**src/rtl/spi_irq_pkg.sv**
```systemverilog
// Shared constants and types for the SPI interrupt request generator.
// Assumes: source and cause index maps below are fixed by the top-level wiring.
package spi_irq_pkg;
    localparam int NUM_SRC   = 8;
    localparam int NUM_CAUSE = 5;

    // source vector positions
    localparam int S_RXF  = 0;
    localparam int S_TXE  = 1;
    localparam int S_CNTZ = 2;
    localparam int S_SHDN = 3;
    localparam int S_CHDN = 4;
    localparam int S_MM   = 5;
    localparam int S_UR   = 6;
    localparam int S_OR   = 7;

    // cause status positions
    localparam int C_DONE = 0;
    localparam int C_RXF  = 1;
    localparam int C_TXE  = 2;
    localparam int C_MM   = 3;
    localparam int C_UOF  = 4;

    typedef struct packed {
        logic       dma_mode;
        logic [1:0] xfer_mode;
        logic       eot_ext;
        logic       chain_en;
        logic       dma_irq_en;
    } irq_cfg_t;
endpackage

```
**src/rtl/spi_irq_edge.sv**
```systemverilog
// Rising-edge detector bank, one flop per source.
// Assumes: inputs are synchronous to clk; history clears to 0 on reset,
// so a source already high after reset counts as one rising edge.
module spi_irq_edge #(
    parameter int W = 8
) (
    input  logic         clk,
    input  logic         rst_n,
    input  logic [W-1:0] lvl,
    output logic [W-1:0] rise
);
    logic [W-1:0] prev_q;

    for (genvar i = 0; i < W; i++) begin : g_bit
        // Remember last sampled level of source i.
        always_ff @(posedge clk) begin
            if (!rst_n) prev_q[i] <= 1'b0;
            else        prev_q[i] <= lvl[i];
        end
        assign rise[i] = lvl[i] & ~prev_q[i];
    end


    held_high_chk: assert property (@(posedge clk) disable iff (!rst_n)
        (lvl[0] && $past(lvl[0])) |-> !rise[0]);
endmodule

```
**src/rtl/spi_irq_qual.sv**
```systemverilog
// Mode qualifier: maps source rising edges onto cause hits according to
// core/DMA mode, transfer-mode field, end-of-transfer select, chaining and
// the DMA interrupt enable. Pure combinational; clk/rst_n serve the checks.
module spi_irq_qual
    import spi_irq_pkg::*;
(
    input  logic                 clk,
    input  logic                 rst_n,
    input  irq_cfg_t             cfg,
    input  logic [NUM_SRC-1:0]   rise,
    output logic [NUM_CAUSE-1:0] hit
);
    logic done_evt;

    // Pick the DMA completion event for the configured end-of-transfer rule.
    always_comb begin
        if (cfg.chain_en)     done_evt = rise[S_CHDN];
        else if (cfg.eot_ext) done_evt = rise[S_SHDN];
        else                  done_evt = rise[S_CNTZ];
    end

    // Route edges into causes; the mode picks the core or the DMA group.
    always_comb begin
        hit = '0;
        if (!cfg.dma_mode) begin
            if (cfg.xfer_mode == 2'b00) hit[C_RXF] = rise[S_RXF];
            else                        hit[C_TXE] = rise[S_TXE];
        end else if (cfg.dma_irq_en) begin
            hit[C_DONE] = done_evt;
            hit[C_MM]   = rise[S_MM];
            hit[C_UOF]  = rise[S_UR] | rise[S_OR];
        end
    end


    core_blocks_dma_chk: assert property (@(posedge clk) disable iff (!rst_n)
        !cfg.dma_mode |-> (hit[C_DONE] == 1'b0 && hit[C_MM] == 1'b0 && hit[C_UOF] == 1'b0));

    dma_blocks_core_chk: assert property (@(posedge clk) disable iff (!rst_n)
        cfg.dma_mode |-> (hit[C_RXF] == 1'b0 && hit[C_TXE] == 1'b0));

    dma_gate_chk: assert property (@(posedge clk) disable iff (!rst_n)
        (cfg.dma_mode && !cfg.dma_irq_en) |-> hit == '0);

    chain_only_chk: assert property (@(posedge clk) disable iff (!rst_n)
        (cfg.dma_mode && cfg.chain_en && !rise[S_CHDN]) |-> !hit[C_DONE]);
endmodule

```
**src/rtl/spi_irq_latch.sv**
```systemverilog
// Request latch and sticky cause status. An acknowledge clears both, but a
// cause arriving in the acknowledge cycle survives it.
// Assumes: ack is a synchronous pulse; hit is already mode-qualified.
module spi_irq_latch #(
    parameter int NC = 5
) (
    input  logic          clk,
    input  logic          rst_n,
    input  logic [NC-1:0] hit,
    input  logic          ack,
    output logic          irq,
    output logic [NC-1:0] cause
);
    logic any_hit;
    assign any_hit = |hit;

    // Sticky cause bits: accumulate, or restart from this cycle's hits on ack.
    always_ff @(posedge clk) begin
        if (!rst_n)   cause <= '0;
        else if (ack) cause <= hit;
        else          cause <= cause | hit;
    end

    // Request line: set by any hit, held until ack without a coincident hit.
    always_ff @(posedge clk) begin
        if (!rst_n)   irq <= 1'b0;
        else if (ack) irq <= any_hit;
        else if (any_hit) irq <= 1'b1;
    end


    set_chk: assert property (@(posedge clk) disable iff (!rst_n)
        any_hit |=> irq);

    hold_chk: assert property (@(posedge clk) disable iff (!rst_n)
        (irq && !ack) |=> (irq && ((cause & $past(cause)) == $past(cause))));

    clear_chk: assert property (@(posedge clk) disable iff (!rst_n)
        (ack && !any_hit) |=> (!irq && cause == '0));

    line_match_chk: assert property (@(posedge clk) disable iff (!rst_n)
        irq == (cause != '0));
endmodule

```
**src/rtl/spi_irq_gen.sv**
```systemverilog
// Top: SPI interrupt request generator. Gathers core buffer flags, DMA
// completion events and DMA errors, detects their rising edges, qualifies
// them by mode and latches one request plus a sticky cause status.
// Assumes: all inputs synchronous to clk; synchronous active-low reset.
module spi_irq_gen
    import spi_irq_pkg::*;
(
    input  logic       clk,
    input  logic       rst_n,
    input  logic       dma_mode,
    input  logic [1:0] xfer_mode,
    input  logic       eot_ext,
    input  logic       chain_en,
    input  logic       dma_irq_en,
    input  logic       rx_full,
    input  logic       tx_empty,
    input  logic       cnt_zero,
    input  logic       shift_done,
    input  logic       chain_done,
    input  logic       err_mm,
    input  logic       err_urun,
    input  logic       err_orun,
    input  logic       ack,
    output logic       irq,
    output logic [4:0] cause
);
    logic [NUM_SRC-1:0]   src_lvl;
    logic [NUM_SRC-1:0]   src_rise;
    logic [NUM_CAUSE-1:0] hit;
    irq_cfg_t             cfg;

    // Pack sources and configuration into the shared layouts.
    always_comb begin
        src_lvl         = '0;
        src_lvl[S_RXF]  = rx_full;
        src_lvl[S_TXE]  = tx_empty;
        src_lvl[S_CNTZ] = cnt_zero;
        src_lvl[S_SHDN] = shift_done;
        src_lvl[S_CHDN] = chain_done;
        src_lvl[S_MM]   = err_mm;
        src_lvl[S_UR]   = err_urun;
        src_lvl[S_OR]   = err_orun;
        cfg.dma_mode    = dma_mode;
        cfg.xfer_mode   = xfer_mode;
        cfg.eot_ext     = eot_ext;
        cfg.chain_en    = chain_en;
        cfg.dma_irq_en  = dma_irq_en;
    end

    spi_irq_edge #(.W(NUM_SRC)) u_edge (
        .clk(clk), .rst_n(rst_n), .lvl(src_lvl), .rise(src_rise)
    );

    spi_irq_qual u_qual (
        .clk(clk), .rst_n(rst_n), .cfg(cfg), .rise(src_rise), .hit(hit)
    );

    spi_irq_latch #(.NC(NUM_CAUSE)) u_latch (
        .clk(clk), .rst_n(rst_n), .hit(hit), .ack(ack),
        .irq(irq), .cause(cause)
    );


    reset_state_chk: assert property (@(posedge clk)
        !rst_n |=> (!irq && cause == '0));
endmodule

```
**config.mk**
```make
export PLATFORM = sky130hd
export DESIGN_NAME = spi_irq_gen
export DESIGN_NICKNAME = d
export VERILOG_FILES = /design/src/rtl/spi_irq_pkg.sv /design/src/rtl/spi_irq_edge.sv /design/src/rtl/spi_irq_qual.sv /design/src/rtl/spi_irq_latch.sv /design/src/rtl/spi_irq_gen.sv
export SDC_FILE = /design/constraint.sdc
export NUM_CORES = 1
export LEC_CHECK = 0
export BUFFER_PORTS_ARGS = -buffer_cell sky130_fd_sc_hd__buf_2
export CELL_PAD_IN_SITES_DETAIL_PLACEMENT = 1
export CELL_PAD_IN_SITES_GLOBAL_PLACEMENT = 1
export CORE_MARGIN = 10
export CORE_UTILIZATION = 31
export CTS_BUF_LIST = sky130_fd_sc_hd__clkbuf_8
export CTS_CLUSTER_DIAMETER = 120
export DETAILED_ROUTE_END_ITERATION = 10
export GPL_TIMING_DRIVEN = 0
export PLACE_DENSITY_LB_ADDON = 0.1
export SYNTH_ARGS = -nofsm -noshare
export SYNTH_HDL_FRONTEND = slang
export SYNTH_SLANG_ARGS = --single-unit
```
**constraint.sdc**
```tcl
create_clock -name clk -period 0.94 [get_ports clk]
set_input_delay 0.188 -clock clk [delete_from_list [all_inputs] [get_ports clk]]
set_output_delay 0.188 -clock clk [all_outputs]
set_load 0.01 [all_outputs]
```
# [After elaboration in Yosys (flattened, before gate mapping)]
# Cells that the tools add are included.
[word_totals] regBits=14 in_bits=17 output_inout_bits=6 elab_cells=43
[op_classes] n_mux=12 n_bitwise=18 reduce_logical=3
[ops] cell="bitwise AND 1 bit" count=8
[ops] cell="two-way mux 1 bit" count=8
[ops] cell="NOT 1 bit" count=8
[ops] cell="two-way mux 2 bit" count=3
[ops] cell="two-way mux 5 bit" count=1
[ops] cell="OR 5 bit" count=1
[ops] cell="OR reduction 5 bit" count=1
[ops] cell="zero test 2 bit" count=1
[ops] cell="nonzero test 2 bit" count=1
[ops] cell="OR 1 bit" count=1

# [Depth between registers and ports, before layout]
# Gate-level depths: netlist of run 1.
[logic_depth] depth_word=9 depth_mapped=4 ltp_nobuf=4

# [By module]
# A second synthesis of run 1 with hierarchy kept.
[unflattened] cells_unflattened=51 hier_area_um2=536.8
[by_module_without_submodules] module="spi_irq_edge" n_inst=1 cells_per_inst=24 area_per_inst_um2=260.2 seq_area_each_um2=160.2
[by_module_without_submodules] module="spi_irq_latch" n_inst=1 cells_per_inst=19 area_per_inst_um2=211.5 seq_area_each_um2=120.1
[by_module_without_submodules] module="spi_irq_qual" n_inst=1 cells_per_inst=8 area_per_inst_um2=65.1 seq_area_each_um2=0.0

# [Least setup slack after synthesis of run 1]
# Ideal clock, no wire load.
[synth_timing] path_type="reg2reg" start="register u_edge.prev_q[0]" end="register u_latch.irq" setup_ns=0.124 arrival_ns=0.809 t_required_ns=0.816 setup_slack_ns=0.007 path_stages_with_launch=5 path_buffers=0 period_less_slack_ns=0.933 path_cell_list="dfxtp_1 nor2_1 and3_4 nor4_1 a21boi_1"
[synth_between] elab_chain_len=6
[synth_lines] item="from (decl)" line="spi_irq_edge.sv:12" text="logic [W-1:0] prev_q;"
[synth_lines] item="from (signal, indexed assignment)" line="spi_irq_edge.sv:18" text="else prev_q[i] <= lvl[i];"
[synth_lines] item="NOT 1 bit *" line="spi_irq_edge.sv:20" text="assign rise[i] = lvl[i] & ~prev_q[i];"
[synth_lines] item="bitwise AND 1 bit *" line="spi_irq_edge.sv:20"
[synth_lines] item="two-way mux 1 bit *" line="spi_irq_qual.sv:26" text="if (cfg.xfer_mode == 2'b00) hit[C_RXF] = rise[S_RXF];"
[synth_lines] item="two-way mux 2 bit *" line="spi_irq_qual.sv:25" text="if (!cfg.dma_mode) begin"
[synth_lines] item="OR reduction 5 bit *" line="spi_irq_latch.sv:15" text="assign any_hit = |hit;"
[synth_lines] item="two-way mux 1 bit or nonzero test 2 bit (tied branches)"
[synth_lines] item="to (signal assigned)" line="spi_irq_latch.sv:27" text="else if (ack) irq <= any_hit;"
[synth_lines] item="to (decl)" line="spi_irq_latch.sv:11" text="output logic irq,"
# Every way passes the cells marked *; elsewhere a longest branch is shown, timed or not.
# A chain may end at the register's enable or synchronous reset.

# [Worst setup path in the final report of run 1]
[layout_timing] start="register u_edge.prev_q[5]" end="register u_latch.irq"
[layout_between] elab_chain_len=6
[layout_lines] item="NOT 1 bit *" line="spi_irq_edge.sv:20"
[layout_lines] item="bitwise AND 1 bit *" line="spi_irq_edge.sv:20"
[layout_lines] item="two-way mux 2 bit *" line="spi_irq_qual.sv:28" text="end else if (cfg.dma_irq_en) begin"
[layout_lines] item="two-way mux 2 bit *" line="spi_irq_qual.sv:25"
[layout_lines] item="OR reduction 5 bit *" line="spi_irq_latch.sv:15"
[layout_lines] item="two-way mux 1 bit or nonzero test 2 bit (tied branches)"
# Marks and branches as above.

==> out/metrics.csv, run 1 <==
stage,metric,value,unit
setup_path,startpoint_type,flop,
die,num_rows,14,
route,dr_total_vias,455,
cells_and_area,drive_above_1_share,43.6,%
pwr,switching_share,21.2,%
route,wl,1300,um
grt,grt_util_all_layers,8.45,%
pwr,comb_power_share,10.4,%
pwr,p_per_area,1860,nW/um^2
min_path,hold_path_startpoint,err_orun,
cells_and_area,layout.nets,96,
sta,rsz0062_at_grt,yes,
yosys,syn_area,523,um^2
pwr,p_switching,289,uW
min_path,hp-class,in -> reg,
setup_path,worstSetupEndpointType,flop,
yosys,synth_cell_type_count,21,
clock_tree,cts_tree,built,
min_path,whs_endpoint,u_edge.prev_q[7]$_SDFF_PN0_,
grt,grt_pass1_vias,514,
die,fp.dieW,61.1,um
sta,max_freq,1050,MHz
yosys,synth_cells,52,
setup_path,crit_required,1080,ps
place,dp.final_hpwl,1060,um
die,placeableCoreArea,1560,um^2
clock_tree,cts.clk_slew.worst_paths,60,ps
grt,grt_pass1_wl,2260,um
sta,worstMarginPinSlew,357,ps
die,fp.dieH,61.1,um
pwr,total_power,1360,uW
die,die_area,3730,um^2
setup_path,regToRegSetupSlack,-8,ps
pwr,pwr-share-seq,46.7,%
route,wl_per_cell,13.8,um
sta,finalSetupTns,-8.33,ps
run,maxCapViolations,0,
setup_path,r2r-end,u_latch.irq$_SDFFE_PN0P_,
clock_tree,clock_path_buffers,2,
setup_path,arrival,1080,ps
setup_path,r2r_cells,4,
clock_tree,cts_max_level,1,
sta,setup-violations-final,1,
sta,hold_viol_final,0,
grt,antenna_found_initial,0,
route,via_per_inst,4.84,
sta,finalCritPeriodShare,101,%
die,ios,23,
place,place.gp.congestion,0.694,
clock_tree,cts_made_buffers,3,
sta,clock_skew,4.33,ps
yosys,syn_area_per_cell,10.1,um^2
pwr,internal_power,1070,uW
clock_tree,cts_root_buffer,clkbuf_8,
sta,slew-limit-headroom,76.2,%
sta,hold_slack,154,ps
pwr,p_leak,0.000328,uW
outcome,violations,negative setup slack,
place,dpl_worst_slack,-125,ps
cells_and_area,n_antenna_cell,0,
min_path,holdPathStages,2,
yosys,ys_ff_latch,14,
setup_path,worstSetupPathType,reg -> reg,
route,drtIter0Drc,0,
setup_path,r2r_start,u_edge.prev_q[5]$_SDFF_PN0_,
grt,grt.overflow.total,0,
pwr,ir_drop,0.857,mV
setup_path,cp_max_fo,2,
die,initial_core_util,33.5,%
sta,finalCriticalPeriod,948,ps
cells_and_area,layout-area-overhead-vs-synth,39.7,%
route,drcViolationCount,0,
route,postRouteAntennaNets,0,
yosys,seq_area_frac_synth,53.6,%
clock_tree,clkLatencyLatePin,250,ps
place,portBuffers,22,
cells_and_area,final_util,46.9,%
clock_tree,post_cts_buffers,0,
outcome,outcome,"complete, but fails checks",
clock_tree,ctsHoldBuffers,0,
grt,grt_max_degree,11,
clock_tree,clock-sinks,14,
cells_and_area,fill_cells,191,
sta,setup_ws,-8.33,ps
yosys,syn_nets,69,
sta,finalMaxSlewViolations,0,
yosys,yosys_warnings,0,
pwr,p_clk_share,42.9,%
route,firstDrtPassIters,1,
power groups by stage:
stage / combinational [uW] / sequential, uW / clock, uW
floorplan: 59.1 / 651 / 0
global placement: 131 / 646 / 0
detailed placement: 133 / 647 / 0
CTS: 140 / 635 / 607
global route: 161 / 638 / 646
finish: 141 / 635 / 584
worst max-delay path, cell delays in order (launching register included):
cell	delay [ps]
dfxtp_2	320
nand4b_1	130
o21ai_1	90
nor4_2	210
a21boi_1	90
flip-flops by register name (all words and copies together), names as in the netlist:
signal and count:
u_latch.irq 1, u_edge.prev_q 8, u_latch.cause 5
synth_stat cells, drive strengths merged:
cell type	count	share of area, %
and2	8	9.6
a21boi	3	4.3
dfxtp	14	54
or2b	1	1.4
o21a	3	4.3
and3	1	2.2
clkbuf	1	0.72
nand4b	1	1.7
nand2	1	0.72
a21oi	2	2.6
nor2b	3	3.6
nor2	2	1.4
nor4b	1	1.7
nor4	1	1.2
nand2b	5	6.0
nand3b	1	1.4
inv	1	0.72
o21ai	3	2.9
final cells by class:
class,instances,area [um^2],area share (%)
sequential,14,283,38.7
tap,16,20.0,2.74
multi-input combinational,36,255,34.9
inverter,1,3.75,0.514
clock buffer,4,55.1,7.53
timing repair buffer,22,110,15.1
buffer,1,3.75,0.514
placed cells by master (no fill, tap or decap), types with 2 or more instances in the layout:
master	instances
a21oi_2	2
nor2b_1	3
buf_2	22
o21ai_1	2
clkbuf_8	4
nand2b_1	5
dfxtp_1	12
and2_1	8
nor2_1	2
o21a_1	3
dfxtp_2	2
a21boi_1	2
stage by stage:
step / instance area, um^2 / cells
6_report: 731 / 94
5_1_grt: 731 / 94
4_1_cts: 722 / 94
3_5_place_dp: 653 / 90
3_3_place_gp: 653 / 90
2_1_floorplan: 523 / 52
worst max path at each step:
stage | depth (start not counted) | startpoint | slack (ps) | end
2_1_floorplan | 4 | u_edge.prev_q[0]$_SDFF_PN0_ | 7 | u_latch.irq$_SDFFE_PN0P_
3_3_place_gp | 4 | dma_mode | -130 | u_latch.irq$_SDFFE_PN0P_
3_5_place_dp | 4 | dma_mode | -120 | u_latch.irq$_SDFFE_PN0P_
4_1_cts | 4 | u_edge.prev_q[5]$_SDFF_PN0_ | -30 | u_latch.irq$_SDFFE_PN0P_
5_1_grt | 4 | u_edge.prev_q[5]$_SDFF_PN0_ | -100 | u_latch.irq$_SDFFE_PN0P_
6_report | 4 | u_edge.prev_q[5]$_SDFF_PN0_ | -8 | u_latch.irq$_SDFFE_PN0P_
cell families after synthesis:
kind of cell | synth area share [%]
AND/OR/NAND/NOR | 30.9
flip-flops | 53.6
AO/OA/AOI/OAI | 14.1
buffers and inverters | 1.43
repair_timing:
item / in CTS / in global routing
pin swaps: 1 / 2
resized for setup: 4 / 5
endpoints found under the setup margin: 2 / 4
routing by layer:
metal	wire [um]	vias to the layer above	GRT usage (%)
met5	0	-	0
met4	29	0	4.89
met3	111	5	4.94
met2	711	11	13.8
met1	442	215	8.22
li1	-	224	-
Note: power is estimated with default switching activity, not from simulation.
==> run 2: changes to the inputs <==
Settings changed: TNS_END_PERCENT set to 1.
==> out/metrics.csv, run 2 (synthesis gave the netlist of run 1 again) <==
stage,metric,value,unit,change
cells_and_area,top_regs,"u_edge.prev_q (8), u_latch.cause (5), u_latch.irq (1)",,
pwr,p_per_area,1870,nW/um^2,+0.70%
setup_path,path_cells,"nand4b_1, o21ai_1, nor4_2, a21boi_1",,
sta,rsz0062_at_grt,yes,,
die,num_rows,14,,unchanged
sta,setup-violations-final,1,,unchanged
place,portBuffers,22,,unchanged
die,fp.dieH,61.1,um,unchanged
route,wl_per_cell,13.7,um,-0.23%
grt,grt.overflow.total,0,,unchanged
setup_path,slowest_stage,dfxtp_2,,
route,postRouteAntennaNets,0,,unchanged
place,placed_cells,90,,unchanged
sta,clock_skew,4.35,ps,+0.0190 ps
sta,finalCriticalPeriod,952,ps,+3.48 ps
sta,max_freq,1050,MHz,-0.37%
place,place.gp.congestion,0.694,,unchanged
pwr,comb_power_share,10.1,%,-0.3 points
setup_path,worst_path_dominant_cell_family,simple AND/OR/NAND/NOR gates,,
setup_path,path_depth,4,,unchanged
grt,antenna_found_initial,0,,unchanged
clock_tree,cts_root_buffer,clkbuf_8,,
cells_and_area,n_antenna_cell,0,,unchanged
sta,setup_ws,-11.8,ps,-3.48 ps
die,placeableCoreArea,1560,um^2,unchanged
grt,grt_max_degree,11,,unchanged
cells_and_area,final-seq-area,283,um^2,unchanged
setup_path,arrival,1080,ps,about the same
route,dr_total_vias,457,,+0.44%
cells_and_area,layout-area-overhead-vs-synth,38.3,%,
setup_path,path_buf_inv,0,,unchanged
clock_tree,cts_max_level,1,,unchanged
cells_and_area,fin_cells,94,,unchanged
pwr,ir_drop,0.858,mV,about the same
cells_and_area,layout.nets,96,,unchanged
pwr,pwr-share-seq,46.9,%,+0.2 points
setup_path,cp_max_fo,2,,unchanged
clock_tree,clkLatencyLatePin,250,ps,about the same
clock_tree,cts_made_buffers,3,,unchanged
sta,finalCritPeriodShare,101,%,+0.37 points
cells_and_area,largest_register_ffs,8,,unchanged
die,ios,23,,unchanged
sta,finalMaxSlewViolations,0,,unchanged
pwr,p_switching,286,uW,-1.0%
cells_and_area,fill_cells,193,,+1.0%
clock_tree,cts_tree,built,,
route,drtIter0Drc,0,,unchanged
setup_path,worstSetupEndpointType,flop,,
die,die_area,3730,um^2,unchanged
setup_path,worstSetupPathType,reg -> reg,,
cells_and_area,drive_above_1_share,41.0,%,-2.6 points
sta,slew-limit-headroom,75.9,%,-0.27 points
setup_path,max_stage_delay,320,ps,about the same
clock_tree,clock-sinks,14,,unchanged
grt,grt_pass1_wl,2260,um,unchanged
cells_and_area,layout_commonest_cell,buf_2,,
pwr,internal_power,1070,uW,-0.15%
route,via_per_inst,4.86,,+0.44%
cells_and_area,regMostFlops,u_edge.prev_q,,
route,drcViolationCount,0,,unchanged
clock_tree,cts.clk_slew.worst_paths,60,ps,about the same
sta,hold_viol_final,0,,unchanged
route,wl,1290,um,-0.23%
sta,worstMarginPinSlew,361,ps,+4.03 ps
outcome,violations,negative setup slack,,
pwr,switching_share,21.1,%,-0.15 points
pwr,p_clk_share,43.1,%,+0.2 points
sta,finalSetupTns,-11.8,ps,-3.48 ps
die,initial_core_util,33.5,%,unchanged
min_path,hp-class,in -> reg,,
grt,grt_pass1_vias,514,,unchanged
setup_path,r2r_cells,4,,unchanged
setup_path,startpoint_type,flop,,
grt,grt_util_all_layers,8.45,%,unchanged
setup_path,crit_required,1070,ps,about the same
outcome,outcome,"complete, but fails checks",,
cells_and_area,multi_input_area,248,um^2,-2.9%
clock_tree,clock_path_buffers,2,,unchanged
die,fp.dieW,61.1,um,unchanged
min_path,holdPathStages,2,,unchanged
pwr,p_leak,0.000327,uW,-0.31%
place,dp.final_hpwl,1060,um,unchanged
cells_and_area,mostFrequentLayoutCells,"22 x buf_2, 12 x dfxtp_1, 8 x and2_1",,
run,maxCapViolations,0,,unchanged
route,firstDrtPassIters,1,,unchanged
[run 2: cell count changes in the layout (fill, tap and decap cells not counted)]
cell      previous run  this run
a21oi_2              2         1
a21boi_0             1         2
a21boi_1             2         1
o21ai_2              1         0
o21ai_0              0         1
a21oi_1              0         1
[run 2: repair_timing]
item | 4_1_cts | 5_1_grt
gates resized for setup | 4 | 1
buffers inserted | 0 | 0
pin swaps | 1 | 0
endpoints found under the hold margin | 0 | 0
hold buffers | 0 | 0
setup endpoints to repair | 2 | 4
[run 2: routing by layer]
layer	wire length (um)	track usage, %	vias up
li1	-	-	226
met1	450	8.22	215
met2	698	13.8	11
met3	113	4.94	5
met4	29	4.89	0
met5	0	0	-
[run 2: cell type report]
type	instances	share of cell area (%)
flip-flops and latches	14	39.1
multi-input cells	36	34.3
repair buffers	22	15.2
clock buffers	4	7.61
well taps	16	2.77
plain buffers	1	0.519
inverters	1	0.519
[run 2: final timing paths]
kind                                                  start  slack [ps]                           to
worst min register to register  u_latch.cause[3]$_SDFF_PN0_         480  u_latch.cause[3]$_SDFF_PN0_
worst max-delay path            u_edge.prev_q[5]$_SDFF_PN0_         -10     u_latch.irq$_SDFFE_PN0P_
worst max register to register  u_edge.prev_q[5]$_SDFF_PN0_         -10     u_latch.irq$_SDFFE_PN0P_
worst min-delay path                               err_orun         150  u_edge.prev_q[7]$_SDFF_PN0_
[run 2: worst register-to-register path: cells and delay by family, from the launching register on]
family           cells  cell delay (ps)
AND/OR/NAND/NOR      2              340
flip-flops           1              320
AO/OA/AOI/OAI        2              180
[run 2: power by group through the flow]
stage	clock, uW	combinational, uW	sequential [uW]
6_report	584	136	635
5_1_grt	646	157	638
4_1_cts	607	140	635
3_5_place_dp	0	133	647
3_3_place_gp	0	131	646
2_1_floorplan	0	59.1	651
[run 2: metrics by stage]
step                      setup WS (ps)  total power [uW]  hold slack [ps]  util (%)  cell area, um^2
after global routing               -100              1440              159      46.4              723
after detailed placement           -125               780              404      41.9              653
final                             -11.8              1360              154      46.4              723
after CTS                         -33.9              1380              148      46.3              722
after global placement             -130               777              402      41.9              653
after floorplan                    7.00               710              310         -              523
==> run 3: changes to the inputs <==
Settings changed: CORE_UTILIZATION 31 to 28, CTS_BUF_LIST sky130_fd_sc_hd__clkbuf_8 to unset.
==> out/metrics.csv, run 3 (synthesis gave the netlist of run 1 again) <==
stage,metric,value,unit,change
pwr,p_per_area,1590,nW/um^2,-15%
sta,worstMarginPinSlew,371,ps,+9.15 ps
cells_and_area,layout_commonest_cell,buf_2,,
outcome,violations,negative setup slack,,
cells_and_area,n_antenna_cell,0,,unchanged
clock_tree,clock_path_buffers,2,,unchanged
die,ios,23,,unchanged
sta,clock_skew,0.884,ps,-3.46 ps
setup_path,cp_max_fo,2,,unchanged
route,wl_per_cell,12.9,um,-6.3%
place,portBuffers,22,,unchanged
die,fp.dieW,63.2,um,+3.5%
clock_tree,clock-sinks,14,,unchanged
route,firstDrtPassIters,2,,+1
setup_path,worstSetupEndpointType,flop,,
cells_and_area,fin_cells,103,,+9.6%
sta,finalCritPeriodShare,102,%,+0.48 points
cells_and_area,mostFrequentLayoutCells,"17 x buf_2, 9 x dfxtp_1, 8 x and2_1",,
clock_tree,cts_root_buffer,clkbuf_4,,
cells_and_area,regMostFlops,u_edge.prev_q,,
pwr,ir_drop,0.772,mV,-10%
pwr,p_leak,0.000340,uW,+3.7%
route,drtIter0Drc,2,,+2
pwr,total_power,1250,uW,-8.0%
run,maxCapViolations,0,,unchanged
place,placed_cells,99,,+10%
clock_tree,cts_max_level,1,,unchanged
cells_and_area,drive_above_1_share,47.4,%,+6.4 points
sta,finalCriticalPeriod,956,ps,+4.54 ps
grt,grt_max_degree,11,,unchanged
cells_and_area,layout-area-overhead-vs-synth,50.5,%,
sta,hold_viol_final,0,,unchanged
route,via_per_inst,4.23,,-13%
route,drcViolationCount,0,,unchanged
sta,finalMaxSlewViolations,0,,unchanged
grt,grt_pass1_vias,473,,-8.0%
setup_path,arrival,1170,ps,+90 ps
setup_path,worstSetupPathType,reg -> reg,,
route,postRouteAntennaNets,0,,unchanged
die,initial_core_util,30.0,%,-3.6 points
die,fp.dieH,63.2,um,+3.5%
sta,setup-violations-final,1,,unchanged
cells_and_area,largest_register_ffs,8,,unchanged
grt,antenna_found_initial,0,,unchanged
outcome,outcome,"complete, but fails checks",,
sta,max_freq,1050,MHz,-0.47%
die,die_area,4000,um^2,+7.1%
die,num_rows,15,,+1
clock_tree,cts_tree,built,,
clock_tree,clkLatencyLatePin,270,ps,+20 ps
cells_and_area,layout.nets,96,,unchanged
sta,slew-limit-headroom,75.3,%,-0.61 points
sta,rsz0062_at_grt,yes,,
clock_tree,cts_made_buffers,3,,unchanged
grt,grt.overflow.total,0,,unchanged
setup_path,startpoint_type,flop,,
clock_tree,cts.clk_slew.worst_paths,90,ps,+30 ps
clock_tree,post_cts_buffers,0,,unchanged
min_path,hp-class,in -> reg,,
grt,grt_pass1_wl,2200,um,-2.4%
setup_path,crit_required,1160,ps,+90 ps
sta,finalSetupTns,-16.4,ps,-4.54 ps
die,placeableCoreArea,1750,um^2,+12%
cells_and_area,top_regs,"u_edge.prev_q (8), u_latch.cause (5), u_latch.irq (1)",,
sta,setup_ws,-16.4,ps,-4.54 ps
grt,grt_util_all_layers,6.83,%,-1.6 points
route,wl,1330,um,+2.6%
clock_tree,ctsHoldBuffers,0,,unchanged
place,place.gp.congestion,0.690,,-0.53%
cells_and_area,final_util,45.1,%,-1.3 points
route,dr_total_vias,436,,-4.6%
[run 3: final cells by class]
cell class | count | area [um^2]
Fill cell | 207 | 958
Sequential cell | 14 | 287
Multi-Input combinational cell | 36 | 284
Timing Repair Buffer | 22 | 141
Clock buffer | 4 | 36.3
Tap cell | 25 | 31.3
Buffer | 1 | 3.75
Inverter | 1 | 3.75
[run 3: through the flow]
| stage | hold WS, ps | setup WS (ps) | cell area [um^2] |
|---|---|---|---|
| after global routing | 113 | -108 | 787 |
| final | 120 | -16.4 | 787 |
| after floorplan | 310 | 7.00 | 523 |
| after CTS | 117 | -61.7 | 732 |
| after detailed placement | 404 | -145 | 664 |
| after global placement | 405 | -131 | 664 |
[run 3: timing repair]
item / CTS / global route
endpoints found under the setup margin: 4 / 9
gates cloned: 0 / 0
hold endpoints to repair: 0 / 0
pin swaps: 3 / 2
gates resized for setup: 6 / 13
[run 3: worst paths after layout]
| check | to | cells after the start | slack, ps | from |
|---|---|---|---|---|
| min | u_edge.prev_q[7]$_SDFF_PN0_ | 2 | 120 | err_orun |
| max reg2reg | u_latch.irq$_SDFFE_PN0P_ | 4 | -20 | u_edge.prev_q[7]$_SDFF_PN0_ |
| max | u_latch.irq$_SDFFE_PN0P_ | 4 | -20 | u_edge.prev_q[7]$_SDFF_PN0_ |
| min reg2reg | u_latch.cause[0]$_SDFF_PN0_ | 2 | 490 | u_latch.cause[0]$_SDFF_PN0_ |
[run 3: per-layer routing]
layer / global-route usage, % / part of all wire (%) / vias up
met4: 2.46 / 0 / 0
met5: 0 / 0 / -
li1: - / - / 226
met1: 8.96 / 50 / 194
met2: 8.88 / 41 / 16
met3: 3.89 / 8.3 / 0
[run 3: report_power, final]
part / internal [uW] / switching [uW]
Combinational: 93.5 / 74.2
Clock: 235 / 207
Sequential: 625 / 12.3
[run 3: critical path: stages, from the launching register on]
cell and delay, ps:
dfxtp_1 310, or2b_1 240, a21oi_4 170, nor4_4 70
a21boi_1 110
